<file path="config.mk">
export PLATFORM = sky130hd
export DESIGN_NAME = cmx_coef_conv
export DESIGN_NICKNAME = d
export VERILOG_FILES = /design/src/rtl/cmx_pkg.sv /design/src/rtl/cmx_fx_convert.sv /design/src/rtl/cmx_seq_tracker.sv /design/src/rtl/cmx_coef_bank.sv /design/src/rtl/cmx_coef_conv.sv
export SDC_FILE = /design/constraint.sdc
export NUM_CORES = 1
export LEC_CHECK = 0
export BUFFER_PORTS_ARGS = -buffer_cell sky130_fd_sc_hd__buf_2
export CAP_MARGIN = 10
export CORE_MARGIN = 4
export CORE_UTILIZATION = 25
export CTS_CLUSTER_DIAMETER = 60
export DETAILED_ROUTE_END_ITERATION = 10
export PLACE_DENSITY_LB_ADDON = 0.2
export SLEW_MARGIN = 25
export SYNTH_ARGS = -nofsm -noshare
export SYNTH_HDL_FRONTEND = slang
export SYNTH_HIERARCHICAL = 1
export SYNTH_SLANG_ARGS = --single-unit
</file>
<file path="constraint.sdc">
create_clock -name clk -period 6.44 [get_ports clk]
set_input_delay 1.288 -clock clk [delete_from_list [all_inputs] [get_ports clk]]
set_output_delay 1.288 -clock clk [all_outputs]
set_load 0.01 [all_outputs]
</file>
<file path="src/rtl/cmx_pkg.sv">
package cmx_pkg;

   // What the sequence tracker decided about the current cycle's strobe.
   typedef enum logic [1:0] {
      EVT_NONE   = 2'd0,   // no strobe
      EVT_ACCEPT = 2'd1,   // in-order coefficient, not the last
      EVT_LAST   = 2'd2,   // in-order coefficient that closes the set
      EVT_ABORT  = 2'd3    // out-of-order index
   } cmx_evt_e;

endpackage

</file>
<file path="src/rtl/cmx_fx_convert.sv">
module cmx_fx_convert #(
   parameter int IN_W       = 64,
   parameter int OUT_W      = 15,
   parameter int FRAC_SHIFT = 20
) (
   input  logic [IN_W-1:0]  din,
   output logic [OUT_W-1:0] word,
   output logic             ovf
);
   localparam int SIGN_POS  = IN_W - 1;
   localparam int FIELD_MSB = FRAC_SHIFT + OUT_W - 1;

   if (FIELD_MSB >= SIGN_POS) begin : g_bad_field
      $error("cmx_fx_convert: magnitude field overlaps the sign bit");
   end

   logic             sign;
   logic [OUT_W-1:0] field;

   always_comb begin
      sign  = din[SIGN_POS];
      field = din[FIELD_MSB:FRAC_SHIFT];
      // negate first; range is judged on the result, not on the field
      word  = sign ? (~field + OUT_W'(1)) : field;
      ovf   = sign ^ word[OUT_W-1];
   end

endmodule

</file>
<file path="src/rtl/cmx_seq_tracker.sv">
module cmx_seq_tracker
   import cmx_pkg::*;
#(
   parameter int NUM_COEF = 9,
   parameter int IDX_W    = $clog2(NUM_COEF)
) (
   input  logic             clk,
   input  logic             rst_n,
   input  logic             strobe,
   input  logic [IDX_W-1:0] index,
   input  logic             coef_ovf,
   output cmx_evt_e         evt,
   output logic             commit,
   output logic             done,
   output logic             done_err
);
   localparam logic [IDX_W-1:0] LAST_IDX = IDX_W'(NUM_COEF - 1);

   if (NUM_COEF < 2) begin : g_bad_count
      $error("cmx_seq_tracker: a set needs at least two coefficients");
   end

   logic [IDX_W-1:0] exp_q;
   logic             bad_q;
   logic             bad_now;

   always_comb begin
      bad_now = bad_q | coef_ovf;
      if (!strobe)                 evt = EVT_NONE;
      else if (index != exp_q)     evt = EVT_ABORT;
      else if (exp_q == LAST_IDX)  evt = EVT_LAST;
      else                         evt = EVT_ACCEPT;
      commit = (evt == EVT_LAST) && !bad_now;
   end

   always_ff @(posedge clk or negedge rst_n) begin
      if (!rst_n) begin
         exp_q    <= '0;
         bad_q    <= 1'b0;
         done     <= 1'b0;
         done_err <= 1'b0;
      end else begin
         done     <= 1'b0;
         done_err <= 1'b0;
         unique case (evt)
            EVT_ACCEPT: begin
               exp_q <= exp_q + IDX_W'(1);
               bad_q <= bad_now;
            end
            EVT_LAST: begin
               exp_q    <= '0;
               bad_q    <= 1'b0;
               done     <= 1'b1;
               done_err <= bad_now;
            end
            EVT_ABORT: begin
               exp_q    <= '0;
               bad_q    <= 1'b0;
               done     <= 1'b1;
               done_err <= 1'b1;
            end
            default: ;
         endcase
      end
   end

   assert_idx_range_R5: assert property (@(posedge clk) disable iff (!rst_n)
      exp_q <= LAST_IDX);

   assert_abort_err_R5: assert property (@(posedge clk) disable iff (!rst_n)
      (strobe && index != exp_q) |=> (done && done_err));

   assert_last_ovf_R4: assert property (@(posedge clk) disable iff (!rst_n)
      (evt == EVT_LAST && coef_ovf) |=> done_err);

   assert_restart_R9: assert property (@(posedge clk) disable iff (!rst_n)
      done |-> (exp_q == '0));

endmodule

</file>
<file path="src/rtl/cmx_coef_bank.sv">
module cmx_coef_bank #(
   parameter int NUM_COEF = 9,
   parameter int OUT_W    = 15,
   parameter int IDX_W    = $clog2(NUM_COEF)
) (
   input  logic                      clk,
   input  logic                      rst_n,
   input  logic                      wr_en,
   input  logic [IDX_W-1:0]          wr_idx,
   input  logic [OUT_W-1:0]          wr_word,
   input  logic                      commit,
   output logic [NUM_COEF*OUT_W-1:0] coef_flat
);
   localparam int LAST = NUM_COEF - 1;

   logic [OUT_W-1:0] active_q [NUM_COEF];

   for (genvar i = 0; i < NUM_COEF; i++) begin : g_coef
      if (i < LAST) begin : g_staged
         // staged until the whole set is known clean
         logic [OUT_W-1:0] shadow_q;
         always_ff @(posedge clk or negedge rst_n) begin
            if (!rst_n)                                 shadow_q <= '0;
            else if (wr_en && wr_idx == IDX_W'(i))       shadow_q <= wr_word;
         end
         always_ff @(posedge clk or negedge rst_n) begin
            if (!rst_n)       active_q[i] <= '0;
            else if (commit)  active_q[i] <= shadow_q;
         end
      end else begin : g_tail
         // closing coefficient goes straight to the active copy
         always_ff @(posedge clk or negedge rst_n) begin
            if (!rst_n)       active_q[i] <= '0;
            else if (commit)  active_q[i] <= wr_word;
         end
      end
      assign coef_flat[i*OUT_W +: OUT_W] = active_q[i];
   end

   assert_tail_load_R7: assert property (@(posedge clk) disable iff (!rst_n)
      commit |=> (active_q[LAST] == $past(wr_word)));

endmodule

</file>
<file path="src/rtl/cmx_coef_conv.sv">
module cmx_coef_conv
   import cmx_pkg::*;
#(
   parameter int NUM_COEF   = 9,
   parameter int IN_W       = 64,
   parameter int OUT_W      = 15,
   parameter int FRAC_SHIFT = 20,
   localparam int IDX_W     = $clog2(NUM_COEF),
   localparam int BUS_W     = NUM_COEF * OUT_W
) (
   input  logic             clk,
   input  logic             rst_n,
   input  logic             cfg_valid,
   input  logic [IDX_W-1:0] cfg_index,
   input  logic [IN_W-1:0]  cfg_data,
   output logic             set_done,
   output logic             set_err,
   output logic [BUS_W-1:0] coef_out
);
   if (OUT_W < 2 || FRAC_SHIFT < 0) begin : g_bad_fmt
      $error("cmx_coef_conv: unsupported output format");
   end

   logic [OUT_W-1:0] conv_word;
   logic             conv_ovf;
   cmx_evt_e         evt;
   logic             commit;

   cmx_fx_convert #(
      .IN_W      (IN_W),
      .OUT_W     (OUT_W),
      .FRAC_SHIFT(FRAC_SHIFT)
   ) u_conv (
      .din (cfg_data),
      .word(conv_word),
      .ovf (conv_ovf)
   );

   cmx_seq_tracker #(
      .NUM_COEF(NUM_COEF),
      .IDX_W   (IDX_W)
   ) u_seq (
      .clk     (clk),
      .rst_n   (rst_n),
      .strobe  (cfg_valid),
      .index   (cfg_index),
      .coef_ovf(conv_ovf),
      .evt     (evt),
      .commit  (commit),
      .done    (set_done),
      .done_err(set_err)
   );

   cmx_coef_bank #(
      .NUM_COEF(NUM_COEF),
      .OUT_W   (OUT_W),
      .IDX_W   (IDX_W)
   ) u_bank (
      .clk      (clk),
      .rst_n    (rst_n),
      .wr_en    (evt == EVT_ACCEPT),
      .wr_idx   (cfg_index),
      .wr_word  (conv_word),
      .commit   (commit),
      .coef_flat(coef_out)
   );

   assert_hold_R8: assert property (@(posedge clk) disable iff (!rst_n)
      !$stable(coef_out) |-> (set_done && !set_err));

   assert_done_cause_R6: assert property (@(posedge clk) disable iff (!rst_n)
      set_done |-> $past(cfg_valid));

   assert_err_qual_R10: assert property (@(posedge clk) disable iff (!rst_n)
      set_err |-> set_done);

endmodule

</file>
==> results.sh, run 1 <==
export IMPL_fin_crit_ps=3757
export IMPL_clock_fmax_mhz=266.2
export IMPL_cts_buffers=34
export IMPL_dr_total_vias=5828
export IMPL_drt_drc_violations_left=0
export IMPL_min_to="u_bank/coef_flat[30]$_DFFE_PN0P_"
export IMPL_ff2ff_path_depth=9
export IMPL_root_buffer="clkbuf_16"
export IMPL_setup_tns_ps=0
export IMPL_clock_path_buffers=3
export IMPL_ys_ff_latch=262
export IMPL_end_kind="flop"
export IMPL_p_sw_w=0.0009646
export IMPL_die_area_um2=44540
export IMPL_wl_per_cell_um=19.39
export IMPL_hold_path_class="reg2reg"
export IMPL_tightest_slew_ps=959.5
export IMPL_p_int_w=0.003246
export IMPL_area_growth_pct=26.50
export IMPL_synth_cell_types=39
export IMPL_initialDrtViolationCount=193
export IMPL_ys_async_sr_fraction_pct=100.0
export IMPL_p_leak_nw=6.646
export IMPL_cts_hold_buf=0
export IMPL_rsz0062_at_grt="false"
export IMPL_gp_congestion=0.7173
export IMPL_nNetsFinal=886
export IMPL_cts_sinks=262
export IMPL_hold_depth=1
export IMPL_core_region_area_um2=40830
export IMPL_io_pins=208
export IMPL_initial_core_util_pct=25.24
export IMPL_dr_pass1_iters=6
export IMPL_r2r_start="u_seq/exp_q[0]$_DFFE_PN0P_"
export IMPL_die_w_um=211.0
export IMPL_p_total_w=0.004210
export IMPL_synth_edf_count=0
export IMPL_switching_share_pct=22.91
export IMPL_antenna_found_initial=1
export IMPL_required_ps=6850
export IMPL_setup_viol=0
export IMPL_start_kind="input pin"
export IMPL_antenna_cells=0
export IMPL_netlist_instances=635
export IMPL_finalMaxSlewViolations=0
export IMPL_drt_total_wl_mm=26.54
export IMPL_grt_overflow_total=0
export IMPL_cp_max_fo=86
export IMPL_worstSetupPathType="in2reg"
export IMPL_antenna_left=0
export IMPL_grt_pass1_wl_mm=40.13
export IMPL_synth_nets=709
export IMPL_reg2reg_slack_ps=3550
export IMPL_fp_row_count=74
export IMPL_min_from="u_bank/g_coef[2].g_staged.shadow_q[0]$_DFFE_PN0P_"
export IMPL_cts_resized=0
export IMPL_vdd_ir_drop_max_mv=0.1229
export IMPL_synth_flop_cell="dfrtp_1"
export IMPL_cts_reportedPaths_clkPinSlew_ps=60
export IMPL_seqPwrFrac_pct=45.4
export IMPL_h_tree_depth=2
export IMPL_seq_area_frac_synth_pct=63.62
export IMPL_first_global_vias=6081
export IMPL_grtUsageTotal_pct=12.07
export IMPL_post_cts_buffers=0
export IMPL_synthesis_area_um2=10310
export IMPL_fin_crit_sh_pct=58.33
export IMPL_final_util_pct=31.93
export IMPL_maxCapViolations=0
export IMPL_ys_warn_count=6
export IMPL_fin_area_um2=13040
export IMPL_status="completed"
export IMPL_p_comb_share_pct=7.7
export IMPL_crit_arrival_ps=4160
export IMPL_routed_via_density=4.257
export IMPL_place_hpwl_mm=16.60
export IMPL_drive_gt1_share_pct=60.45
export IMPL_fp_dieH_um=211.0
export IMPL_whs_ps=496.5
export IMPL_cellPowerDensity_nw_per_um2=322.9
export IMPL_place_area_um2=11840
export IMPL_hold_viol=0
export IMPL_worst_skew_pair_late_latency_ps=520
export IMPL_numPortBuffers=159
export IMPL_synth_avg_cell_area_um2=16.23
export IMPL_cts_tree="built"
export IMPL_relSlewSlack_pct=35.72
export IMPL_grt_max_degree=119
export IMPL_r2r_end="u_bank/g_coef[3].g_staged.shadow_q[13]$_DFFE_PN0P_"
export IMPL_clock_power_share_pct=47.0
export IMPL_clock_skew_ps=9.779
-- sequential cells by signal, indices dropped and copies added (netlist names) --
register	flops
u_bank/coef_flat	135
u_bank/g_coef.g_staged.shadow_q	120
u_seq/exp_q	4
u_seq/bad_q	1
u_seq/done	1
u_seq/done_err	1
-- cell families after synthesis --
family	synth area share, %
flops	63.62
mux	28.23
simple gates	3.096
buf+inv	1.894
xor+xnor	1.615
compound gates	1.190
fa+ha+maj	0.3642
-- area by class of cell --
cell class / count / area (um2)
timing repair buffer: 171 / 933.4
fill: 4098 / 27790
clock buffer: 50 / 1045
sequential: 262 / 6556
tap: 532 / 665.6
inverter: 5 / 18.77
multi-input combinational: 338 / 3672
clock inverter: 11 / 146.4
-- synthesized netlist by cell type, types with 3 or more instances --
| master | instances | share of area, % |
|---|---|---|
| nand2_1 | 10 | 0.36 |
| ha_1 | 3 | 0.36 |
| o21ai_0 | 4 | 0.19 |
| buf_4 | 5 | 0.36 |
| dfrtp_1 | 262 | 64 |
| clkbuf_1 | 11 | 0.40 |
| mux2_4 | 10 | 1.5 |
| a21oi_1 | 3 | 0.15 |
| inv_1 | 5 | 0.18 |
| o31ai_1 | 4 | 0.29 |
| mux2_2 | 245 | 27 |
| xnor2_1 | 17 | 1.4 |
| nor2_1 | 7 | 0.25 |
| nand3b_1 | 4 | 0.29 |
| buf_2 | 11 | 0.53 |
-- worst max-delay path by stage --
stage / cells after the start / from / to / slack, ps
final: 9 / cfg_data[27] / u_bank/coef_flat[65]$_DFFE_PN0P_ / 2680
after global routing: 9 / cfg_data[27] / u_bank/coef_flat[67]$_DFFE_PN0P_ / 2580
after detailed placement: 9 / cfg_data[27] / u_bank/coef_flat[65]$_DFFE_PN0P_ / 2140
after global placement: 9 / cfg_data[27] / u_bank/coef_flat[127]$_DFFE_PN0P_ / 2150
after floorplan: 10 / cfg_data[27] / u_bank/coef_flat[0]$_DFFE_PN0P_ / 2430
after CTS: 9 / cfg_data[27] / u_bank/coef_flat[65]$_DFFE_PN0P_ / 2710
-- layout by cell type (no fill, tap or decap), drive strengths merged, types with 5 or more instances in the layout --
cell	count
inv	6
nand2	10
clkinv	5
clkbuf	50
mux2	255
buf	171
dfrtp	262
o21ai	5
o31ai	5
nand3b	7
nor2	7
xnor2	17
-- stage by stage --
step	instances	worst slack, ps
floorplan	635	2427
global placement	1308	2153
detailed placement	1308	2137
CTS	1369	2706
global route	1369	2582
finish	1369	2683
-- power by group through the flow --
stage / clock (W) / combinational, W / sequential, W
after floorplan: 0 / 0.000207 / 0.00191
after global placement: 0 / 0.000327 / 0.00194
after detailed placement: 0 / 0.000335 / 0.00194
after CTS: 0.00206 / 0.000336 / 0.00191
after global routing: 0.00212 / 0.000362 / 0.00193
final: 0.00198 / 0.000323 / 0.00191
-- routing by layer --
metal	vias to the layer above	share of wire (%)	GRT usage [%]	wire, um
met5	-	0.045	0	12
met4	2	2.8	4.896	737
met3	49	5.1	2.970	1359
met2	134	47	18.96	12470
met1	3026	45	16.07	11970
li1	2617	-	-	-
-- worst max-delay path, cell delays in order --
cell,delay (ps)
buf_2,150
or4_4,560
or4_4,470
nor4_4,260
xor2_1,130
nor2_1,180
and3_4,240
buf_12,420
mux2_2,400
No activity file was read; power rests on OpenSTA's default activity.
==> run 2, diff against run 1 <==
Clock period 6.44 ns to 3.65 ns, I/O delays scaled along.
==> run 2 against run 1 <==
Register-to-register slack got worse by 2400 ps. Routed wire length is 1.7% higher. Sequential cell count did not move. Via count grew 1.0%. Cell count rose by 1.5%. Hold slack lost 270 ps. Global-route usage is 0.32 points higher. Highest routed layer unchanged. Critical path depth stayed put. Sequential power is 76% higher. Setup slack lost 2100 ps. Largest cell class unchanged. Final area up 1.2%.
==> results.sh, run 2 (same netlist as run 1, synthesis figures left out) <==
export IMPL_cts_sinks=262
export IMPL_tightest_slew_ps=1007
export IMPL_drt_drc_violations_left=0
export IMPL_largest_reg_flops=135
export IMPL_die_area_um2=44540
export IMPL_ff2ff_path_depth=9
export IMPL_drt_total_wl_mm=27.00
export IMPL_dr_wl_met3_mm=1.436
export IMPL_io_pins=208
export IMPL_finalMaxSlewViolations=0
export IMPL_end_kind="flop"
export IMPL_place_inst=1328
export IMPL_r2r_start="u_seq/exp_q[0]$_DFFE_PN0P_"
export IMPL_cts_reportedPaths_clkPinSlew_ps=50
export IMPL_hold_path_class="in2async"
export IMPL_dr_total_vias=5886
export IMPL_h_tree_depth=2
export IMPL_gp_congestion=0.7229
export IMPL_root_buffer="clkbuf_16"
export IMPL_routed_wl_met2_mm=12.53
export IMPL_wl_per_cell_um=19.44
export IMPL_setup_viol=0
export IMPL_clock_path_buffers=3
export IMPL_grt_max_degree=84
export IMPL_rsz0062_at_grt="false"
export IMPL_hold_viol=0
export IMPL_fin_area_um2=13190
export IMPL_routed_via_density=4.238
export IMPL_maxCapViolations=0
export IMPL_p_leak_nw=6.759
export IMPL_antenna_found_initial=4
export IMPL_crit_path_cell_trace="buf_2, or4_4, or4_4, nor4_4, xor2_1, nor2_1, and3_4, buf_12, mux2_2"
export IMPL_initial_core_util_pct=25.24
export IMPL_dr_pass1_iters=4
export IMPL_post_cts_buffers=0
export IMPL_cts_buffers=35
export IMPL_start_kind="input pin"
export IMPL_antenna_cells=0
export IMPL_fin_crit_ps=3074
export IMPL_vdd_ir_drop_max_mv=0.3183
export IMPL_grtUsageTotal_pct=12.40
export IMPL_grt_pass1_wl_mm=41.38
export IMPL_cp_slowest_cell="or4_4"
export IMPL_die_w_um=211.0
export IMPL_worstSetupPathType="in2reg"
export IMPL_final_cell_mix="262 x dfrtp_1, 245 x mux2_2, 158 x buf_2"
export IMPL_path_common_cell="or4_4"
export IMPL_dr_max_layer_used="met5"
export IMPL_worst_skew_pair_late_latency_ps=530
export IMPL_place_hpwl_mm=17.57
export IMPL_cts_resized=0
export IMPL_worstSetupStartpoint="cfg_data[27]"
export IMPL_drt_met1_wl_mm=12.07
export IMPL_status="completed"
export IMPL_cts_hold_buf=0
export IMPL_layout_commonest_cell="dfrtp_1"
export IMPL_clock_fmax_mhz=325.3
export IMPL_first_global_vias=6307
export IMPL_finalNonFillerCells=1389
export IMPL_fp_dieH_um=211.0
export IMPL_nNetsFinal=907
export IMPL_crit_arrival_ps=3460
export IMPL_numPortBuffers=159
export IMPL_relSlewSlack_pct=32.54
export IMPL_clock_skew_ps=20.78
export IMPL_setup_tns_ps=0
export IMPL_place_area_um2=12030
export IMPL_area_growth_pct=28.02
export IMPL_antenna_left=0
export IMPL_critical_path_max_stage_delay_ps=560
export IMPL_cts_tree="built"
export IMPL_cp_max_fo=37
export IMPL_grt_overflow_total=0
export IMPL_fp_row_count=74
export IMPL_required_ps=4040
export IMPL_fin_crit_sh_pct=84.22
export IMPL_drive_gt1_share_pct=61.61
export IMPL_initialDrtViolationCount=187
export IMPL_core_region_area_um2=40830
export IMPL_cellPowerDensity_nw_per_um2=558.2
run 2: changes by cell type in the layout (fill, tap and decap cells not counted), moves of 2 or more:
cell and delta:
buf_12 +4, buf_4 +16, clkbuf_1 -2, clkinv_2 +5, clkinvlp_4 -2
run 2: area by class of cell:
cell class | instances | area, um2
fill | 4063 | 27640
multi-input combinational | 338 | 3656
clock buffer | 48 | 1037
sequential | 262 | 6556
timing repair buffer | 191 | 1134
clock inverter | 13 | 126.4
tap | 532 | 665.6
inverter | 5 | 18.77
run 2: worst paths after layout:
check	endpoint	slack (ps)
setup reg to reg	u_bank/g_coef[3].g_staged.shadow_q[7]$_DFFE_PN0P_	1160
max in group asynchronous	u_bank/g_coef[4].g_staged.shadow_q[5]$_DFFE_PN0P_	2600
hold reg to reg	u_bank/coef_flat[113]$_DFFE_PN0P_	500
min in group clk	u_bank/coef_flat[113]$_DFFE_PN0P_	500
setup / recovery	u_bank/coef_flat[108]$_DFFE_PN0P_	580
hold / removal	u_bank/g_coef[6].g_staged.shadow_q[3]$_DFFE_PN0P_	230
run 2: worst max-delay path, delay by kind of cell:
kind,cells,cell delay [ps]
xor+xnor,1,140
buf+inv,2,370
mux,1,360
simple gates,5,1830
run 2: through the flow:
stage               setup WS [ps]  power [W]  util (%)  hold slack (ps)
floorplan                   195.4   0.003733         -            434.4
global placement            7.641   0.004011     29.44            482.6
detailed placement         0.9812   0.004035     29.46            487.4
CTS                         568.0   0.007543     32.31            217.0
global route                421.2   0.007728     32.31            252.9
finish                      575.8   0.007364     32.31            226.4
run 2: metal layers:
metal	GRT usage (%)	vias to the layer above
li1	-	2661
met1	16.63	3037
met2	19.18	137
met4	5.433	4
met5	0	-
met3	2.970	47
run 2: power by group:
group / leakage (nW) / internal, W / switching [W]
logic: 2.67 / 0.000315 / 0.000274
registers: 3.51 / 0.00322 / 0.000147
clock network: 0.583 / 0.00213 / 0.00128
total: 6.76 / 0.00566 / 0.00170
==> run 3, diff against run 2 <==
Clock period 3.65 ns to 3 ns, I/O delays scaled along.
==> run 3 against run 2 <==
Register-to-register slack worse by 710 ps. Sequential power up 22%. Final area up 1.9%. Combinational power up 26%. Die area unchanged. Non-clock buffer count up 19. Clock skew down 11 ps. Clock power up 16%. Critical path depth up 1. Hold slack better by 210 ps. Largest power group is now sequential cells.
==> results.sh, run 3 (same netlist as run 1, synthesis figures left out) <==
export IMPL_min_to="u_seq/done_err$_DFF_PN0_"
export IMPL_clock_path_buffers=3
export IMPL_ff2ff_path_depth=9
export IMPL_vdd_ir_drop_max_mv=0.3930
export IMPL_drt_total_wl_mm=26.96
export IMPL_start_kind="input pin"
export IMPL_critPathTopFamily="simple AND/OR/NAND/NOR gates"
export IMPL_required_ps=3400
export IMPL_fin_crit_sh_pct=92.83
export IMPL_reg2reg_slack_ps=450
export IMPL_cp_num_buf_inv=3
export IMPL_cts_hold_buf=1
export IMPL_cts_sinks=262
export IMPL_nNetsFinal=925
export IMPL_dr_pass1_iters=4
export IMPL_die_w_um=211.0
export IMPL_cts_tree="built"
export IMPL_r2r_end="u_bank/g_coef[3].g_staged.shadow_q[14]$_DFFE_PN0P_"
export IMPL_hold_viol=0
export IMPL_status="completed"
export IMPL_largest_reg_flops=135
export IMPL_dr_total_vias=5912
export IMPL_critical_path_max_stage_delay_ps=530
export IMPL_cellPowerDensity_nw_per_um2=654.0
export IMPL_final_cell_mix="262 x dfrtp_1, 245 x mux2_2, 158 x buf_2"
export IMPL_die_area_um2=44540
export IMPL_first_global_vias=6296
export IMPL_grt_pass1_wl_mm=41.17
export IMPL_grtUsageTotal_pct=12.31
export IMPL_routed_via_density=4.208
export IMPL_drt_drc_violations_left=0
export IMPL_hold_depth=2
export IMPL_end_kind="flop"
export IMPL_place_hpwl_mm=17.96
export IMPL_crit_arrival_ps=3180
export IMPL_worst_skew_pair_late_latency_ps=520
export IMPL_core_region_area_um2=40830
export IMPL_io_pins=208
export IMPL_p_total_w=0.008792
export IMPL_whs_ps=440.0
export IMPL_rsz0062_at_grt="false"
export IMPL_fin_crit_ps=2785
export IMPL_clock_skew_ps=9.559
export IMPL_fp_dieH_um=211.0
export IMPL_p_leak_nw=6.849
export IMPL_maxCapViolations=0
export IMPL_antenna_found_initial=5
export IMPL_numPortBuffers=159
export IMPL_hold_path_class="in2reg"
export IMPL_initialDrtViolationCount=193
export IMPL_setup_viol=0
export IMPL_relSlewSlack_pct=30.05
export IMPL_grt_overflow_total=0
export IMPL_antenna_left=0
export IMPL_wl_per_cell_um=19.19
export IMPL_fp_row_count=74
export IMPL_tightest_slew_ps=1044
export IMPL_cts_resized=0
export IMPL_root_buffer="clkbuf_16"
export IMPL_final_util_pct=32.93
export IMPL_finalMaxSlewViolations=0
export IMPL_r2r_start="u_seq/exp_q[0]$_DFFE_PN0P_"
export IMPL_cts_reportedPaths_clkPinSlew_ps=50
export IMPL_post_cts_buffers=0
export IMPL_place_ws_ps=-356.3
export IMPL_crit_path_cell_trace="buf_2, or4_4, or4_4, nor4_4, xor2_1, nor2_1, and3_4, buf_12, buf_12, mux2_2"
export IMPL_setup_ws_ps=215.0
export IMPL_cp_max_fo=14
export IMPL_layout_commonest_cell="dfrtp_1"
export IMPL_area_growth_pct=30.45
export IMPL_initial_core_util_pct=25.24
export IMPL_gp_congestion=0.7059
export IMPL_cp_slowest_cell="or4_4"
export IMPL_drive_gt1_share_pct=62.03
export IMPL_grt_max_degree=87
export IMPL_h_tree_depth=2
export IMPL_min_from="cfg_valid"
export IMPL_cts_buffers=34
export IMPL_clock_fmax_mhz=359.1
export IMPL_worstSetupPathType="in2reg"
[run 3: worst max path at each step]
stage	from	endpoint	slack, ps	depth (start not counted)
after floorplan	cfg_data[27]	u_bank/coef_flat[0]$_DFFE_PN0P_	-50	10
final	cfg_data[27]	u_bank/coef_flat[66]$_DFFE_PN0P_	220	10
after CTS	cfg_data[27]	u_bank/coef_flat[69]$_DFFE_PN0P_	210	10
after global routing	cfg_data[27]	u_bank/coef_flat[115]$_DFFE_PN0P_	120	10
after detailed placement	cfg_data[27]	u_bank/coef_flat[69]$_DFFE_PN0P_	-360	10
after global placement	cfg_data[27]	u_bank/coef_flat[38]$_DFFE_PN0P_	-350	10
[run 3: report_power, final]
group | leakage, nW | total, W | internal (W) | switching (W)
clock | 0.536 | 0.00395 | 0.00247 | 0.00148
combinational | 2.80 | 0.000742 | 0.000401 | 0.000341
sequential | 3.51 | 0.00410 | 0.00392 | 0.000176
total | 6.85 | 0.00879 | 0.00679 | 0.00200
[run 3: worst register-to-register path: cells and delay by family, from the launching register on]
family                 cells  cell delay [ps]
multiplexers               1              340
XOR/XNOR                   1              170
flip-flops                 1              430
AND/OR/NAND/NOR            6             1320
buffers and inverters      1              180
[run 3: area by class of cell]
class	instances	area (um2)
Clock inverter	9	105.1
Fill cell	4086	27390
Sequential cell	262	6556
Clock buffer	45	985.9
Antenna cell	4	10.01
Inverter	5	18.77
Multi-Input combinational cell	338	3686
Tap cell	532	665.6
Timing Repair Buffer	210	1416
[run 3: metal layers]
| metal | wire length, um | up-vias | global-route usage (%) |
|---|---|---|---|
| met3 | 1312 | 49 | 3.089 |
| met5 | 34 | - | 0 |
| met1 | 12160 | 3043 | 16.44 |
| met2 | 12820 | 125 | 19.51 |
| met4 | 631 | 6 | 4.449 |
| li1 | - | 2689 | - |
[run 3: stage by stage]
| stage | area, um2 | instances | setup TNS (ps) |
|---|---|---|---|
| after floorplan | 10390 | 635 | -2318 |
| after global placement | 12300 | 1346 | -44730 |
| after detailed placement | 12330 | 1346 | -43670 |
| after CTS | 13430 | 1401 | 0 |
| after global routing | 13430 | 1401 | 0 |
| final | 13440 | 1405 | 0 |
